==> src/rtl/exc_pkg.sv <==
package exc_pkg;

   localparam int REG_BADVADDR = 8;
   localparam int REG_STATUS   = 12;
   localparam int REG_CAUSE    = 13;
   localparam int REG_EPC      = 14;

   localparam int CODE_W = 4;

   typedef enum logic [CODE_W-1:0] {
      CODE_EXT_IRQ = 4'd0,
      CODE_ADDR_LD = 4'd4,
      CODE_ADDR_ST = 4'd5,
      CODE_IBUS    = 4'd6,
      CODE_DBUS    = 4'd7,
      CODE_SYSCALL = 4'd8,
      CODE_BREAK   = 4'd9,
      CODE_RSVD    = 4'd10,
      CODE_OVF     = 4'd12
   } exc_code_e;

   function automatic logic code_has_addr(input logic [CODE_W-1:0] c);
      return (c == CODE_ADDR_LD) || (c == CODE_ADDR_ST) ||
             (c == CODE_IBUS)    || (c == CODE_DBUS);
   endfunction

endpackage

==> src/rtl/exc_status_stack.sv <==
module exc_status_stack #(
   parameter int XLEN    = 32,
   parameter int DEPTH   = 3,
   parameter int MASK_W  = 8,
   parameter int MASK_LO = 8,
   localparam int STK_W  = 2 * DEPTH
) (
   input  logic              clk,
   input  logic              rst_n,
   input  logic              push_i,
   input  logic              pop_i,
   input  logic              wr_i,
   input  logic [XLEN-1:0]   wdata_i,
   output logic [STK_W-1:0]  stk_o,
   output logic [MASK_W-1:0] mask_o
);

   logic [STK_W-1:0]  stk_q;
   logic [MASK_W-1:0] mask_q;

   if (STK_W > MASK_LO) begin : g_bad_depth
      $error("status stack overlaps mask field");
   end
   if (MASK_LO + MASK_W > XLEN) begin : g_bad_mask
      $error("mask field exceeds word width");
   end

   always_ff @(posedge clk) begin
      if (!rst_n) begin
         stk_q  <= '0;
         mask_q <= '0;
      end else begin
         if (push_i)
            stk_q <= {stk_q[STK_W-3:0], 2'b00};
         else if (pop_i)
            stk_q <= {stk_q[STK_W-1 -: 2], stk_q[STK_W-1:2]};
         else if (wr_i)
            stk_q <= wdata_i[STK_W-1:0];
         if (wr_i)
            mask_q <= wdata_i[MASK_LO +: MASK_W];
      end
   end

   assign stk_o  = stk_q;
   assign mask_o = mask_q;


   stack_push_chk: assert property (@(posedge clk) disable iff (!rst_n)
      $past(rst_n) && $past(push_i) |-> stk_q == {$past(stk_q[STK_W-3:0]), 2'b00});


   stack_pop_chk: assert property (@(posedge clk) disable iff (!rst_n)
      $past(rst_n) && $past(pop_i) && !$past(push_i)
      |-> stk_q == {$past(stk_q[STK_W-1 -: 2]), $past(stk_q[STK_W-1:2])});

endmodule

==> src/rtl/exc_cause_reg.sv <==
module exc_cause_reg #(
   parameter int XLEN    = 32,
   parameter int HW_IRQS = 6,
   parameter int SW_IRQS = 2,
   parameter int PEND_LO = 8,
   localparam int HW_LO  = PEND_LO + SW_IRQS,
   localparam int CW     = exc_pkg::CODE_W
) (
   input  logic               clk,
   input  logic               rst_n,
   input  logic               take_i,
   input  logic [CW-1:0]      code_i,
   input  logic [HW_IRQS-1:0] irq_i,
   input  logic               wr_i,
   input  logic [XLEN-1:0]    wdata_i,
   output logic [HW_IRQS-1:0] hwp_o,
   output logic [SW_IRQS-1:0] swp_o,
   output logic [CW-1:0]      code_o
);

   logic [HW_IRQS-1:0] hwp_q;
   logic [SW_IRQS-1:0] swp_q;
   logic [CW-1:0]      code_q;

   if (HW_LO + HW_IRQS > XLEN) begin : g_bad_pend
      $error("pending field exceeds word width");
   end

   for (genvar i = 0; i < HW_IRQS; i++) begin : g_hw
      logic keep;
      assign keep = wr_i ? (hwp_q[i] & wdata_i[HW_LO + i]) : hwp_q[i];
      always_ff @(posedge clk) begin
         if (!rst_n) hwp_q[i] <= 1'b0;
         else        hwp_q[i] <= keep | irq_i[i];
      end


      pend_set_chk: assert property (@(posedge clk) disable iff (!rst_n)
         $past(rst_n) && $past(irq_i[i]) |-> hwp_q[i]);
   end

   always_ff @(posedge clk) begin
      if (!rst_n) begin
         swp_q  <= '0;
         code_q <= '0;
      end else begin
         if (wr_i)   swp_q  <= wdata_i[PEND_LO +: SW_IRQS];
         if (take_i) code_q <= code_i;
      end
   end

   assign hwp_o  = hwp_q;
   assign swp_o  = swp_q;
   assign code_o = code_q;


   code_hold_chk: assert property (@(posedge clk) disable iff (!rst_n)
      $past(rst_n) && !$past(take_i) |-> code_q == $past(code_q));

endmodule

==> src/rtl/exc_fault_capture.sv <==
module exc_fault_capture #(
   parameter int XLEN    = 32,
   parameter int PC_STEP = 4,
   localparam int CW     = exc_pkg::CODE_W
) (
   input  logic            clk,
   input  logic            rst_n,
   input  logic            take_i,
   input  logic [CW-1:0]   code_i,
   input  logic [XLEN-1:0] pc_i,
   input  logic [XLEN-1:0] badaddr_i,
   output logic [XLEN-1:0] epc_o,
   output logic [XLEN-1:0] badv_o
);

   logic [XLEN-1:0] epc_q, badv_q;
   logic            cap_addr;

   assign cap_addr = take_i && exc_pkg::code_has_addr(code_i);

   always_ff @(posedge clk) begin
      if (!rst_n) begin
         epc_q  <= '0;
         badv_q <= '0;
      end else begin
         if (take_i)   epc_q  <= pc_i - XLEN'(PC_STEP);
         if (cap_addr) badv_q <= badaddr_i;
      end
   end

   assign epc_o  = epc_q;
   assign badv_o = badv_q;


   epc_hold_chk: assert property (@(posedge clk) disable iff (!rst_n)
      $past(rst_n) && !$past(take_i) |-> epc_q == $past(epc_q));


   badv_hold_chk: assert property (@(posedge clk) disable iff (!rst_n)
      $past(rst_n) && !($past(take_i) && $past(code_i) inside {4'd4, 4'd5, 4'd6, 4'd7})
      |-> badv_q == $past(badv_q));

endmodule

==> src/rtl/exc_state_regs.sv <==
module exc_state_regs #(
   parameter int XLEN      = 32,
   parameter int HW_IRQS   = 6,
   parameter int SW_IRQS   = 2,
   parameter int DEPTH     = 3,
   parameter int REG_NUM_W = 5,
   parameter int PC_STEP   = 4,
   localparam int IRQ_W    = HW_IRQS + SW_IRQS,
   localparam int PEND_LO  = 8,
   localparam int HW_LO    = PEND_LO + SW_IRQS,
   localparam int STK_W    = 2 * DEPTH,
   localparam int CW       = exc_pkg::CODE_W,
   localparam int CODE_LO  = 2
) (
   input  logic                 clk,
   input  logic                 rst_n,
   input  logic                 take_i,
   input  logic [CW-1:0]        code_i,
   input  logic [XLEN-1:0]      pc_i,
   input  logic [XLEN-1:0]      badaddr_i,
   input  logic [HW_IRQS-1:0]   hw_irq_i,
   input  logic                 rfe_i,
   input  logic                 wr_en_i,
   input  logic [REG_NUM_W-1:0] reg_num_i,
   input  logic [XLEN-1:0]      wr_data_i,
   output logic [XLEN-1:0]      rd_data_o,
   output logic [XLEN-1:0]      epc_o,
   output logic [XLEN-1:0]      cause_o,
   output logic [XLEN-1:0]      status_o,
   output logic [XLEN-1:0]      badvaddr_o,
   output logic                 user_o,
   output logic                 irq_en_o,
   output logic                 irq_o
);

   if (IRQ_W != 8) begin : g_bad_irqs
      $error("hardware plus software levels must total 8");
   end
   if (XLEN < 16) begin : g_bad_xlen
      $error("word width too small for cause and status layout");
   end
   if (REG_NUM_W < 4) begin : g_bad_num
      $error("register number too narrow");
   end

   logic               wr_status, wr_cause;
   logic [STK_W-1:0]   stk;
   logic [IRQ_W-1:0]   mask;
   logic [HW_IRQS-1:0] hwp;
   logic [SW_IRQS-1:0] swp;
   logic [CW-1:0]      code;
   logic [IRQ_W-1:0]   pend;

   assign wr_status = wr_en_i && (reg_num_i == REG_NUM_W'(exc_pkg::REG_STATUS));
   assign wr_cause  = wr_en_i && (reg_num_i == REG_NUM_W'(exc_pkg::REG_CAUSE));

   exc_status_stack #(.XLEN(XLEN), .DEPTH(DEPTH), .MASK_W(IRQ_W), .MASK_LO(PEND_LO))
      u_status (
         .clk(clk), .rst_n(rst_n), .push_i(take_i), .pop_i(rfe_i),
         .wr_i(wr_status), .wdata_i(wr_data_i), .stk_o(stk), .mask_o(mask));

   exc_cause_reg #(.XLEN(XLEN), .HW_IRQS(HW_IRQS), .SW_IRQS(SW_IRQS), .PEND_LO(PEND_LO))
      u_cause (
         .clk(clk), .rst_n(rst_n), .take_i(take_i), .code_i(code_i),
         .irq_i(hw_irq_i), .wr_i(wr_cause), .wdata_i(wr_data_i),
         .hwp_o(hwp), .swp_o(swp), .code_o(code));

   exc_fault_capture #(.XLEN(XLEN), .PC_STEP(PC_STEP))
      u_fault (
         .clk(clk), .rst_n(rst_n), .take_i(take_i), .code_i(code_i),
         .pc_i(pc_i), .badaddr_i(badaddr_i), .epc_o(epc_o), .badv_o(badvaddr_o));

   always_comb begin
      status_o = '0;
      status_o[STK_W-1:0]       = stk;
      status_o[PEND_LO +: IRQ_W] = mask;
      cause_o = '0;
      cause_o[CODE_LO +: CW]      = code;
      cause_o[PEND_LO +: SW_IRQS] = swp;
      cause_o[HW_LO +: HW_IRQS]   = hwp;
   end

   assign pend     = {hwp, swp};
   assign user_o   = stk[1];
   assign irq_en_o = stk[0];
   assign irq_o    = stk[0] && |(pend & mask);

   always_comb begin
      case (int'(reg_num_i))
         exc_pkg::REG_BADVADDR: rd_data_o = badvaddr_o;
         exc_pkg::REG_STATUS:   rd_data_o = status_o;
         exc_pkg::REG_CAUSE:    rd_data_o = cause_o;
         exc_pkg::REG_EPC:      rd_data_o = epc_o;
         default:               rd_data_o = '0;
      endcase
   end


   irq_gate_chk: assert property (@(posedge clk) disable iff (!rst_n)
      irq_o |-> status_o[0]);


   epc_take_chk: assert property (@(posedge clk) disable iff (!rst_n)
      $past(rst_n) && $past(take_i) |-> epc_o == $past(pc_i) - XLEN'(PC_STEP));

endmodule

==> config.mk <==
export PLATFORM = sky130hd
export DESIGN_NAME = exc_state_regs
export DESIGN_NICKNAME = d
export VERILOG_FILES = /design/src/rtl/exc_pkg.sv /design/src/rtl/exc_status_stack.sv /design/src/rtl/exc_cause_reg.sv /design/src/rtl/exc_fault_capture.sv /design/src/rtl/exc_state_regs.sv
export SDC_FILE = /design/constraint.sdc
export NUM_CORES = 1
export LEC_CHECK = 0
export ABC_AREA = 1
export BUFFER_PORTS_ARGS = -buffer_cell sky130_fd_sc_hd__buf_2
export CAP_MARGIN = 40
export CORE_UTILIZATION = 41
export CTS_CLUSTER_DIAMETER = 100
export DETAILED_ROUTE_END_ITERATION = 16
export PLACE_DENSITY = 0.75
export SLEW_MARGIN = 20
export SYNTH_ARGS = -nofsm -noshare
export SYNTH_HDL_FRONTEND = slang
export SYNTH_SLANG_ARGS = --single-unit
==> constraint.sdc <==
create_clock -name clk -period 1.1 [get_ports clk]
set_input_delay 0.055 -clock clk [delete_from_list [all_inputs] [get_ports clk]]
set_output_delay 0.055 -clock clk [all_outputs]
set_load 0.03 [all_outputs]
==> results.sh, run 1 <==
export IMPL_outcome="finished, violations left"
export IMPL_violations="setup timing"
export IMPL_holdCritPathClass="in -> reg"
export IMPL_async_flop_share_pct=0
export IMPL_drt_iter0_markers=571
export IMPL_setup_violations_final=33
export IMPL_fin_hold_viols=0
export IMPL_timing_critical_path_cells="nand2_2, nand2_2, a221oi_2, a21oi_2, buf_6"
export IMPL_clockBufferDepth=2
export IMPL_finalClockSkew_ns=0.00208
export IMPL_io_pins=279
export IMPL_worst_r2r_endpoint="u_fault.badv_o[2]"
export IMPL_min_from="wr_data_i[0]"
export IMPL_min_delay_worst_endpoint="u_status.stk_o[0]"
export IMPL_rrSetupSlack_ns=0.16
export IMPL_most_common_layout_cells="sky130_fd_sc_hd__buf_2, sky130_fd_sc_hd__nor2_1, sky130_fd_sc_hd__nand2_1"
export IMPL_required_ns=1.04
export IMPL_path_buf_inv=1
export IMPL_crit_reg2reg_launch="u_fault.badv_o[2]"
export IMPL_grt_start_max_net_pins=41
export IMPL_min_delay_path_depth=3
export IMPL_number_of_antenna_violations_at_the_first_check_in_global_routing=1
export IMPL_synth_avg_cell_area_um2=6.49
export IMPL_synth_largest_area_cell="sky130_fd_sc_hd__dfxtp_1"
export IMPL_end_kind="output port"
export IMPL_timing_final_max_slew_violations=0
export IMPL_detail_route_vias_per_cell=5.05
export IMPL_period_minus_slack_ns=1.34
export IMPL_rsz0062_at_grt="true"
export IMPL_final_net_count=1255
export IMPL_critPathSlowestCell="sky130_fd_sc_hd__dfxtp_4"
export IMPL_first_global_vias=6215
export IMPL_startpoint_type="register"
export IMPL_seq_area_frac_synth_pct=35.3
export IMPL_total_power_divided_by_cell_area_mw_per_mm2=1090
export IMPL_h_tree_level_count=3
export IMPL_leakage_nw=4.63
export IMPL_tot_pwr_w=0.00960
export IMPL_dp_hpwl_mm=14.4
export IMPL_maxClockFrequency_mhz=745
export IMPL_core_region_area_mm2=0.0121
export IMPL_min_period_over_period_pct=122
export IMPL_synth_ff_latch_count=90
export IMPL_max_capacitance_violation_count=0
export IMPL_critical_path_max_fanout=4
export IMPL_worstSetupPathType="reg -> out"
export IMPL_clock_sinks=90
export IMPL_placedInstanceArea_mm2=0.00686
export IMPL_path_delay_family="flip-flops"
export IMPL_synth_top_area_share_pct=35.3
export IMPL_yosys_cell_types_count=38
export IMPL_final_layout_size_suffix_gt1_share_pct=44.5
export IMPL_drt_pass1_iterations=5
export IMPL_grtUsageTotal_pct=32.4
export IMPL_grt_overflow_total=0
export IMPL_synth_ff_type="sky130_fd_sc_hd__dfxtp_1"
export IMPL_fin_tns_setup_ns=-4.48
export IMPL_design_area_mm2=0.00880
export IMPL_numPortBuffers=222
export IMPL_synth_xor_xnor_area_share_pct=1.55
export IMPL_synth_compound_area_share_pct=18.7
export IMPL_syn_instance_count=786
export IMPL_worst_slack_ns=-0.242
export IMPL_synthTopCellsByArea="sky130_fd_sc_hd__dfxtp_1, sky130_fd_sc_hd__nand2_1, sky130_fd_sc_hd__nor2_1"
export IMPL_reg2regPathDepth=3
export IMPL_arithmetic_cell_share_of_the_synthesized_area_counting_full_adders_half_adders_and_majority_gates_pct=0.245
export IMPL_effective_utilization_at_floorplan_pct=42.3
export IMPL_route_vias_total=6620
export IMPL_place_gp_congestion=0.904
export IMPL_avgRoutedWirePerCell_um=16.9
export IMPL_yosysWarnings=0
export IMPL_max_stage_delay_ns=0.36
export IMPL_worst_skew_pair_latency_ns=0.33
export IMPL_clk_transition_reported_paths_ns=0.07
export IMPL_cp_arrival_ns=1.29
export IMPL_ir_worst_vdd_uv=634
export IMPL_wirelength_mm=22.2
export IMPL_cell_area_after_technology_mapping_mm2=0.00510
export IMPL_synth_mux_area_share_pct=0
export IMPL_die_height_um=114
export IMPL_path_common_cell="sky130_fd_sc_hd__nand2_2"
export IMPL_rows=40
export IMPL_drc_errors=0
export IMPL_synth_top_family_by_area="simple AND/OR/NAND/NOR gates"
export IMPL_full_die_area_mm2=0.0129
export IMPL_utilization_pct=73.0
export IMPL_syn_to_final_growth_pct=72.7
export IMPL_cts_tree="done"
export IMPL_ant_nets=0
export IMPL_cts_buffers=9
export IMPL_yosys_area_share_simple_pct=27.0
export IMPL_grt_first_pass_wirelength_mm=32.0
export IMPL_cts_root_buf="sky130_fd_sc_hd__clkbuf_16"
export IMPL_die_width_um=114
export IMPL_number_of_enable_type_register_cells_in_the_synthesized_netlist=0
export IMPL_layout_cells_most_common="sky130_fd_sc_hd__buf_2"
per-layer routing:
layer | vias to the layer above | track usage, % | wire length, um
li1 | 3131 | - | -
met1 | 3000 | 39.2 | 8680
met2 | 390 | 53.9 | 10600
met3 | 99 | 5.84 | 1670
met4 | 0 | 18.8 | 1210
met5 | - | 0 | 0
sequential cells by signal, summed over array words and instances, names as in the netlist:
signal and count:
u_cause.hwp_o 6, u_cause.swp_o 2, u_fault.badv_o 32, u_fault.epc_o 32, u_cause.code_o 4, u_status.mask_o 8
u_status.stk_o 6
worst max-delay path by stage:
stage / slack (ns) / depth (start not counted) / from / endpoint
3_3_place_gp: -0.26 / 10 / pc_i[2] / u_fault.epc_o[18]
3_5_place_dp: -0.26 / 10 / pc_i[2] / u_fault.epc_o[18]
6_report: -0.24 / 5 / u_cause.hwp_o[1] / irq_o
2_1_floorplan: -0.1 / 4 / reg_num_i[0] / rd_data_o[17]
4_1_cts: -0.19 / 5 / u_cause.hwp_o[0] / irq_o
5_1_grt: -0.29 / 5 / u_cause.hwp_o[1] / irq_o
worst register-to-register path, stage by stage, from the launching register on:
cell and delay [ns]:
sky130_fd_sc_hd__dfxtp_4 0.36, sky130_fd_sc_hd__buf_4 0.15, sky130_fd_sc_hd__o21ai_0 0.23, sky130_fd_sc_hd__nor2_1 0.09
Yosys cell counts, drive strengths merged, types with 2 or more instances:
cell and number:
nor2 151, nand3 25, buf 53, a221oi 2
xor2 5, xnor2 4, o21ai 99, dfxtp 90
inv 105, o211ai 4, clkbuf 19, a21oi 52
nand2 145, o2111ai 6, a22o 2, a31oi 3
o22ai 5, nand4 8
repair_timing:
item | 4_1_cts | 5_1_grt
buffers inserted | 21 | 5
hold buffers | 45 | 0
cloned | 5 | 0
pin swaps | 18 | 19
endpoints found under the setup margin | 33 | 53
resized for setup | 177 | 98
hold endpoints to repair | 45 | 0
power breakdown:
part           switching (W)  internal [W]  total, W
logic                0.00141      0.000817   0.00223
clock network        0.00130       0.00243   0.00373
registers           0.000195       0.00345   0.00365
total                0.00290       0.00670   0.00960
final cells by class:
cell class | instances | area (um2)
antenna | 1 | 2.50
clock buffer | 9 | 225
clock inverter | 5 | 129
fill | 895 | 3260
inverter | 105 | 423
multi-input combinational | 557 | 3110
sequential | 90 | 1870
tap | 168 | 210
timing repair buffer | 375 | 2830
cells by family (layout without fill, tap and decap cells):
group / after synthesis / after routing
AO/OA/AOI/OAI: 176 / 176
XOR/XNOR: 9 / 9
adder cells (fa/ha/maj): 1 / 1
buffers and inverters: 177 / 494
flip-flops: 90 / 90
other: 1 / 39
AND/OR/NAND/NOR: 332 / 333
through the flow:
stage / hold slack (ns) / setup slack [ns] / cells
after global placement: 0.251 / -0.260 / 1219
after global routing: 0.0170 / -0.285 / 1309
after detailed placement: 0.256 / -0.255 / 1219
final: 0.0115 / -0.242 / 1310
after floorplan: 0.149 / -0.0954 / 823
after CTS: 0.000770 / -0.188 / 1304
Power figures use the tool's default switching activity.
==> inputs of run 2 (changes only) <==
Settings changed: REMOVE_ABC_BUFFERS set to 1.
==> run 2 against run 1 <==
Compared with the run above: sequential power down 1%; clock-buffer cell count up 3; register-to-register slack is essentially flat; worst setup slack lost 0.078 ns; wire length decreased by 5.0%; the flow still finishes with violations (setup timing); first-iteration DRC count shrank 8.2%; final cell count fell by 0.99%; clock power decreased by 16%; sequential share of layout area up 0.63 points; core utilization fell by 3.4 points; critical path depth is 6 higher.
==> results.sh, run 2 (synthesis gave the netlist of run 1 again) <==
export IMPL_h_tree_level_count=3
export IMPL_avgRoutedWirePerCell_um=16.2
export IMPL_grt_first_pass_wirelength_mm=30.9
export IMPL_leakage_nw=4.33
export IMPL_placedInstanceArea_mm2=0.00673
export IMPL_required_ns=1.04
export IMPL_cts_buffers=9
export IMPL_route_vias_total=6472
export IMPL_rows=40
export IMPL_dp_hpwl_mm=13.2
export IMPL_design_area_mm2=0.00840
export IMPL_drc_errors=0
export IMPL_comb_power_share_pct=24.1
export IMPL_final_net_count=1241
export IMPL_period_minus_slack_ns=1.42
export IMPL_min_period_over_period_pct=129
export IMPL_clk_transition_reported_paths_ns=0.06
export IMPL_number_of_antenna_violations_at_the_first_check_in_global_routing=0
export IMPL_numPortBuffers=222
export IMPL_worst_skew_pair_latency_ns=0.35
export IMPL_worstSetupPathType="in -> out"
export IMPL_ir_worst_vdd_uv=591
export IMPL_ant_nets=0
export IMPL_cts_tree="done"
export IMPL_violations="setup timing"
export IMPL_seq_power_share_pct=40.5
export IMPL_maxClockFrequency_mhz=705
export IMPL_utilization_pct=69.6
export IMPL_clockBufferDepth=2
export IMPL_core_region_area_mm2=0.0121
export IMPL_inserted_diodes=0
export IMPL_detail_route_vias_per_cell=4.99
export IMPL_end_kind="output port"
export IMPL_max_capacitance_violation_count=0
export IMPL_die_width_um=114
export IMPL_switching_fraction_pct=32.0
export IMPL_drt_pass1_iterations=7
export IMPL_grt_start_max_net_pins=62
export IMPL_die_height_um=114
export IMPL_most_common_layout_cells="sky130_fd_sc_hd__buf_2, sky130_fd_sc_hd__nor2_1, sky130_fd_sc_hd__nand2_1"
export IMPL_pre_cts_ws_ns=-0.326
export IMPL_full_die_area_mm2=0.0129
export IMPL_grtUsageTotal_pct=31.5
export IMPL_worst_slack_ns=-0.319
export IMPL_p_int_w=0.00606
export IMPL_effective_utilization_at_floorplan_pct=42.3
export IMPL_clock_sinks=90
export IMPL_timing_final_max_slew_violations=0
export IMPL_cp_arrival_ns=1.36
export IMPL_layout_cells_most_common="sky130_fd_sc_hd__buf_2"
export IMPL_outcome="finished, violations left"
export IMPL_total_switching_power_w=0.00285
export IMPL_finalClockSkew_ns=0.00443
export IMPL_fin_hold_viols=0
export IMPL_place_gp_congestion=0.919
export IMPL_drt_iter0_markers=524
export IMPL_final_layout_size_suffix_gt1_share_pct=38.6
export IMPL_rsz0062_at_grt="true"
export IMPL_first_global_vias=5971
export IMPL_setup_violations_final=33
export IMPL_io_pins=279
export IMPL_syn_to_final_growth_pct=64.7
export IMPL_critical_path_max_fanout=8
export IMPL_holdCritPathClass="in -> reg"
export IMPL_clock_power_share_pct=35.4
export IMPL_wirelength_mm=21.0
export IMPL_total_power_divided_by_cell_area_mw_per_mm2=1060
export IMPL_grt_overflow_total=0
export IMPL_cts_root_buf="sky130_fd_sc_hd__clkbuf_16"
export IMPL_startpoint_type="input port"
-- run 2: critical path, stage by stage --
cell and delay (ns):
sky130_fd_sc_hd__buf_8 0.10, sky130_fd_sc_hd__nor2_4 0.13, sky130_fd_sc_hd__buf_6 0.12, sky130_fd_sc_hd__buf_6 0.09
sky130_fd_sc_hd__nand4_1 0.10, sky130_fd_sc_hd__buf_6 0.17, sky130_fd_sc_hd__buf_12 0.15, sky130_fd_sc_hd__o22ai_4 0.15
sky130_fd_sc_hd__a21oi_2 0.05, sky130_fd_sc_hd__nand2_1 0.09, sky130_fd_sc_hd__buf_6 0.14
-- run 2: final timing paths --
check / cells after the start / endpoint / slack, ns / startpoint
max: 11 / rd_data_o[14] / -0.32 / reg_num_i[0]
min: 3 / u_fault.epc_o[1] / 0.03 / pc_i[1]
max reg2reg: 4 / u_status.stk_o[2] / 0.15 / u_status.stk_o[0]
min reg2reg: 2 / u_fault.epc_o[1] / 0.49 / u_fault.epc_o[1]
-- run 2: area by class of cell --
| type | count | area [um2] |
|---|---|---|
| Clock buffer | 12 | 246 |
| Fill cell | 927 | 3670 |
| Clock inverter | 4 | 51.3 |
| Multi-Input combinational cell | 556 | 2940 |
| Inverter | 105 | 399 |
| Timing Repair Buffer | 362 | 2710 |
| Sequential cell | 90 | 1830 |
| Tap cell | 168 | 210 |
-- run 2: what timing repair did --
item | CTS | global route
endpoints found under the setup margin | 34 | 43
buffers inserted | 10 | 5
gates resized for setup | 169 | 63
hold endpoints to repair | 54 | 0
pin swaps | 14 | 11
gates cloned | 3 | 0
hold buffers | 53 | 0
-- run 2: stage by stage --
stage | std cells | TNS, ns | hold slack [ns] | total power [W]
3_3_place_gp | 1213 | -9.64 | 0.261 | 0.00542
5_1_grt | 1297 | -9.35 | 0.0480 | 0.00931
2_1_floorplan | 751 | -31.19 | 0.144 | 0.00464
3_5_place_dp | 1213 | -11.29 | 0.270 | 0.00544
4_1_cts | 1294 | -6.34 | 0.0218 | 0.00886
6_report | 1297 | -7.71 | 0.0251 | 0.00891
-- run 2: metal layers --
| metal | vias up | GRT usage, % | routed length (um) |
|---|---|---|---|
| met5 | - | 0 | 0 |
| met4 | 0 | 19.6 | 1130 |
| met3 | 99 | 5.95 | 1540 |
| met2 | 370 | 51.8 | 10000 |
| met1 | 2898 | 38.0 | 8350 |
| li1 | 3105 | - | - |
-- run 2: power by group through the flow --
stage	registers, W	clock network, W	logic [W]
2_1_floorplan	0.00398	0	0.000650
3_3_place_gp	0.00364	0	0.00178
3_5_place_dp	0.00364	0	0.00180
4_1_cts	0.00359	0.00321	0.00205
5_1_grt	0.00362	0.00339	0.00230
6_report	0.00361	0.00315	0.00215
==> inputs of run 3 (changes only) <==
--- a/config.mk
+++ b/config.mk
@@ -9,4 +9,5 @@
 export BUFFER_PORTS_ARGS = -buffer_cell sky130_fd_sc_hd__buf_2
 export CAP_MARGIN = 40
+export CORE_MARGIN = 1.5
 export CORE_UTILIZATION = 41
 export CTS_CLUSTER_DIAMETER = 100
==> constraint.sdc (replaced) <==
create_clock -name clk -period 1.1 [get_ports clk]
set_input_delay 0.11 -clock clk [delete_from_list [all_inputs] [get_ports clk]]
set_output_delay 0.11 -clock clk [all_outputs]
set_load 0.03 [all_outputs]
==> run 3 against run 2 <==
Compared with the run above: clock power down 6.3%; die area up 1.8%; via count down 1.8%; critical endpoint is now rd_data_o[1]; the run still ends with setup timing left; non-clock buffer count down 2; clock-buffer cell count down 3; sequential share of layout area up 0.61 points; register-to-register slack worse by 0.08 ns; largest power group unchanged.
==> results.sh, run 3 (synthesis gave the netlist of run 1 again) <==
export IMPL_critical_path_startpoint="reg_num_i[4]"
export IMPL_grtUsageTotal_pct=28.3
export IMPL_design_area_mm2=0.00812
export IMPL_rows=40
export IMPL_drt_iter0_markers=448
export IMPL_cts_buffers=9
export IMPL_most_common_layout_cells="sky130_fd_sc_hd__buf_2, sky130_fd_sc_hd__nor2_1, sky130_fd_sc_hd__nand2_1"
export IMPL_pre_cts_ws_ns=-0.454
export IMPL_h_tree_level_count=3
export IMPL_layout_cells_most_common="sky130_fd_sc_hd__buf_2"
export IMPL_effective_utilization_at_floorplan_pct=42.3
export IMPL_required_ns=0.99
export IMPL_leakage_nw=4.16
export IMPL_placedInstanceArea_mm2=0.00684
export IMPL_fin_hold_viols=0
export IMPL_cts_tree="done"
export IMPL_maxClockFrequency_mhz=685
export IMPL_final_net_count=1239
export IMPL_io_pins=279
export IMPL_wirelength_mm=19.7
export IMPL_clk_transition_reported_paths_ns=0.06
export IMPL_rrSetupSlack_ns=0.07
export IMPL_rsz0062_at_grt="true"
export IMPL_total_power_divided_by_cell_area_mw_per_mm2=1060
export IMPL_route_vias_total=6357
export IMPL_worstSetupPathType="in -> out"
export IMPL_worst_r2r_endpoint="u_status.stk_o[3]"
export IMPL_startpoint_type="input port"
export IMPL_setup_violations_final=34
export IMPL_violations="setup timing"
export IMPL_die_width_um=115
export IMPL_min_period_over_period_pct=133
export IMPL_cp_arrival_ns=1.35
export IMPL_worst_skew_pair_latency_ns=0.36
export IMPL_cts_root_buf="sky130_fd_sc_hd__clkbuf_16"
export IMPL_grt_overflow_total=0
export IMPL_worst_slack_ns=-0.359
export IMPL_max_capacitance_violation_count=0
export IMPL_critical_path_max_fanout=5
export IMPL_crit_reg2reg_launch="u_status.stk_o[5]"
export IMPL_ir_worst_vdd_uv=1020
export IMPL_die_height_um=115
export IMPL_core_region_area_mm2=0.0121
export IMPL_dp_hpwl_mm=13.7
export IMPL_timing_final_max_slew_violations=0
export IMPL_first_global_vias=5741
export IMPL_fin_hold_ws_ns=0.0172
export IMPL_number_of_antenna_violations_at_the_first_check_in_global_routing=0
export IMPL_crit_end="rd_data_o[1]"
export IMPL_holdCritPathClass="in -> reg"
export IMPL_final_layout_size_suffix_gt1_share_pct=36.3
export IMPL_numPortBuffers=222
export IMPL_drc_errors=0
export IMPL_clockBufferDepth=2
export IMPL_inserted_diodes=0
export IMPL_grt_first_pass_wirelength_mm=28.7
export IMPL_drt_pass1_iterations=8
export IMPL_end_kind="output port"
export IMPL_full_die_area_mm2=0.0131
export IMPL_avgRoutedWirePerCell_um=15.2
export IMPL_syn_to_final_growth_pct=59.3
export IMPL_grt_start_max_net_pins=37
export IMPL_finalClockSkew_ns=0.00612
export IMPL_detail_route_vias_per_cell=4.91
export IMPL_clock_sinks=90
export IMPL_period_minus_slack_ns=1.46
export IMPL_place_gp_congestion=0.964
export IMPL_outcome="finished, violations left"
export IMPL_ant_nets=0
export IMPL_reg2regPathDepth=5
run 3: cell types whose count changed in the layout (fill, tap and decap cells not counted), moves of 4 or more:
cell | before | now
sky130_fd_sc_hd__nand2_4 | 10 | 2
sky130_fd_sc_hd__clkbuf_4 | 4 | 8
sky130_fd_sc_hd__o21ai_2 | 13 | 6
sky130_fd_sc_hd__o21ai_0 | 67 | 72
sky130_fd_sc_hd__nand2_1 | 109 | 135
sky130_fd_sc_hd__nand2_2 | 26 | 8
sky130_fd_sc_hd__buf_2 | 180 | 157
sky130_fd_sc_hd__buf_4 | 78 | 118
sky130_fd_sc_hd__buf_12 | 13 | 9
sky130_fd_sc_hd__dlygate4sd3_1 | 53 | 38
sky130_fd_sc_hd__buf_6 | 31 | 27
run 3: what timing repair did:
item / CTS / global route
cloned: 1 / 2
setup endpoints to repair: 53 / 63
setup buffers: 4 / 6
pin swaps: 5 / 11
hold buffers: 38 / 0
resized for setup: 111 / 65
endpoints found under the hold margin: 38 / 0
run 3: how the worst min path moves through the flow:
stage	from	to	cells after the start
2_1_floorplan	take_i	u_fault.epc_o[2]	1
3_3_place_gp	pc_i[2]	u_fault.epc_o[2]	2
3_5_place_dp	pc_i[2]	u_fault.epc_o[2]	2
4_1_cts	badaddr_i[24]	u_fault.badv_o[24]	3
5_1_grt	badaddr_i[24]	u_fault.badv_o[24]	3
6_report	badaddr_i[24]	u_fault.badv_o[24]	3
run 3: through the flow:
step / setup TNS (ns) / power, W / instances / utilization (%)
global placement: -19.43 / 0.00545 / 1229 / 56.7
global route: -11.74 / 0.00895 / 1295 / 67.3
floorplan: -36.80 / 0.00464 / 751 / -
detailed placement: -20.50 / 0.00546 / 1229 / 56.7
finish: -10.34 / 0.00863 / 1295 / 67.3
CTS: -9.45 / 0.00858 / 1288 / 65.0
run 3: routing by layer:
| layer | global-route usage [%] | wire (um) | up-vias |
|---|---|---|---|
| li1 | - | - | 3106 |
| met1 | 34.6 | 8090 | 2871 |
| met2 | 47.9 | 9330 | 319 |
| met3 | 6.30 | 1470 | 61 |
| met4 | 11.9 | 843 | 0 |
| met5 | 0 | 0 | - |
run 3: worst max-delay path: stages:
cell                       delay (ns)
sky130_fd_sc_hd__buf_8           0.10
sky130_fd_sc_hd__nor2_4          0.12
sky130_fd_sc_hd__buf_4           0.13
sky130_fd_sc_hd__nand4_1         0.09
sky130_fd_sc_hd__buf_6           0.16
sky130_fd_sc_hd__buf_12          0.15
sky130_fd_sc_hd__buf_4           0.14
sky130_fd_sc_hd__o211ai_1        0.16
sky130_fd_sc_hd__buf_4           0.19
run 3: where the power goes:
| part | total, W | internal, W | leakage, nW | switching [W] |
|---|---|---|---|---|
| Combinational | 0.00209 | 0.000766 | 3.28 | 0.00133 |
| Clock | 0.00295 | 0.00155 | 0.136 | 0.00141 |
| Sequential | 0.00358 | 0.00345 | 0.748 | 0.000132 |
run 3: layout make-up:
cell class / count / area, um2
clock inverters: 7 / 52.6
flip-flops and latches: 90 / 1820
fillers: 1054 / 3940
clock buffers: 9 / 225
inverters: 105 / 397
repair buffers: 360 / 2660
multi-input cells: 556 / 2750
well taps: 168 / 210
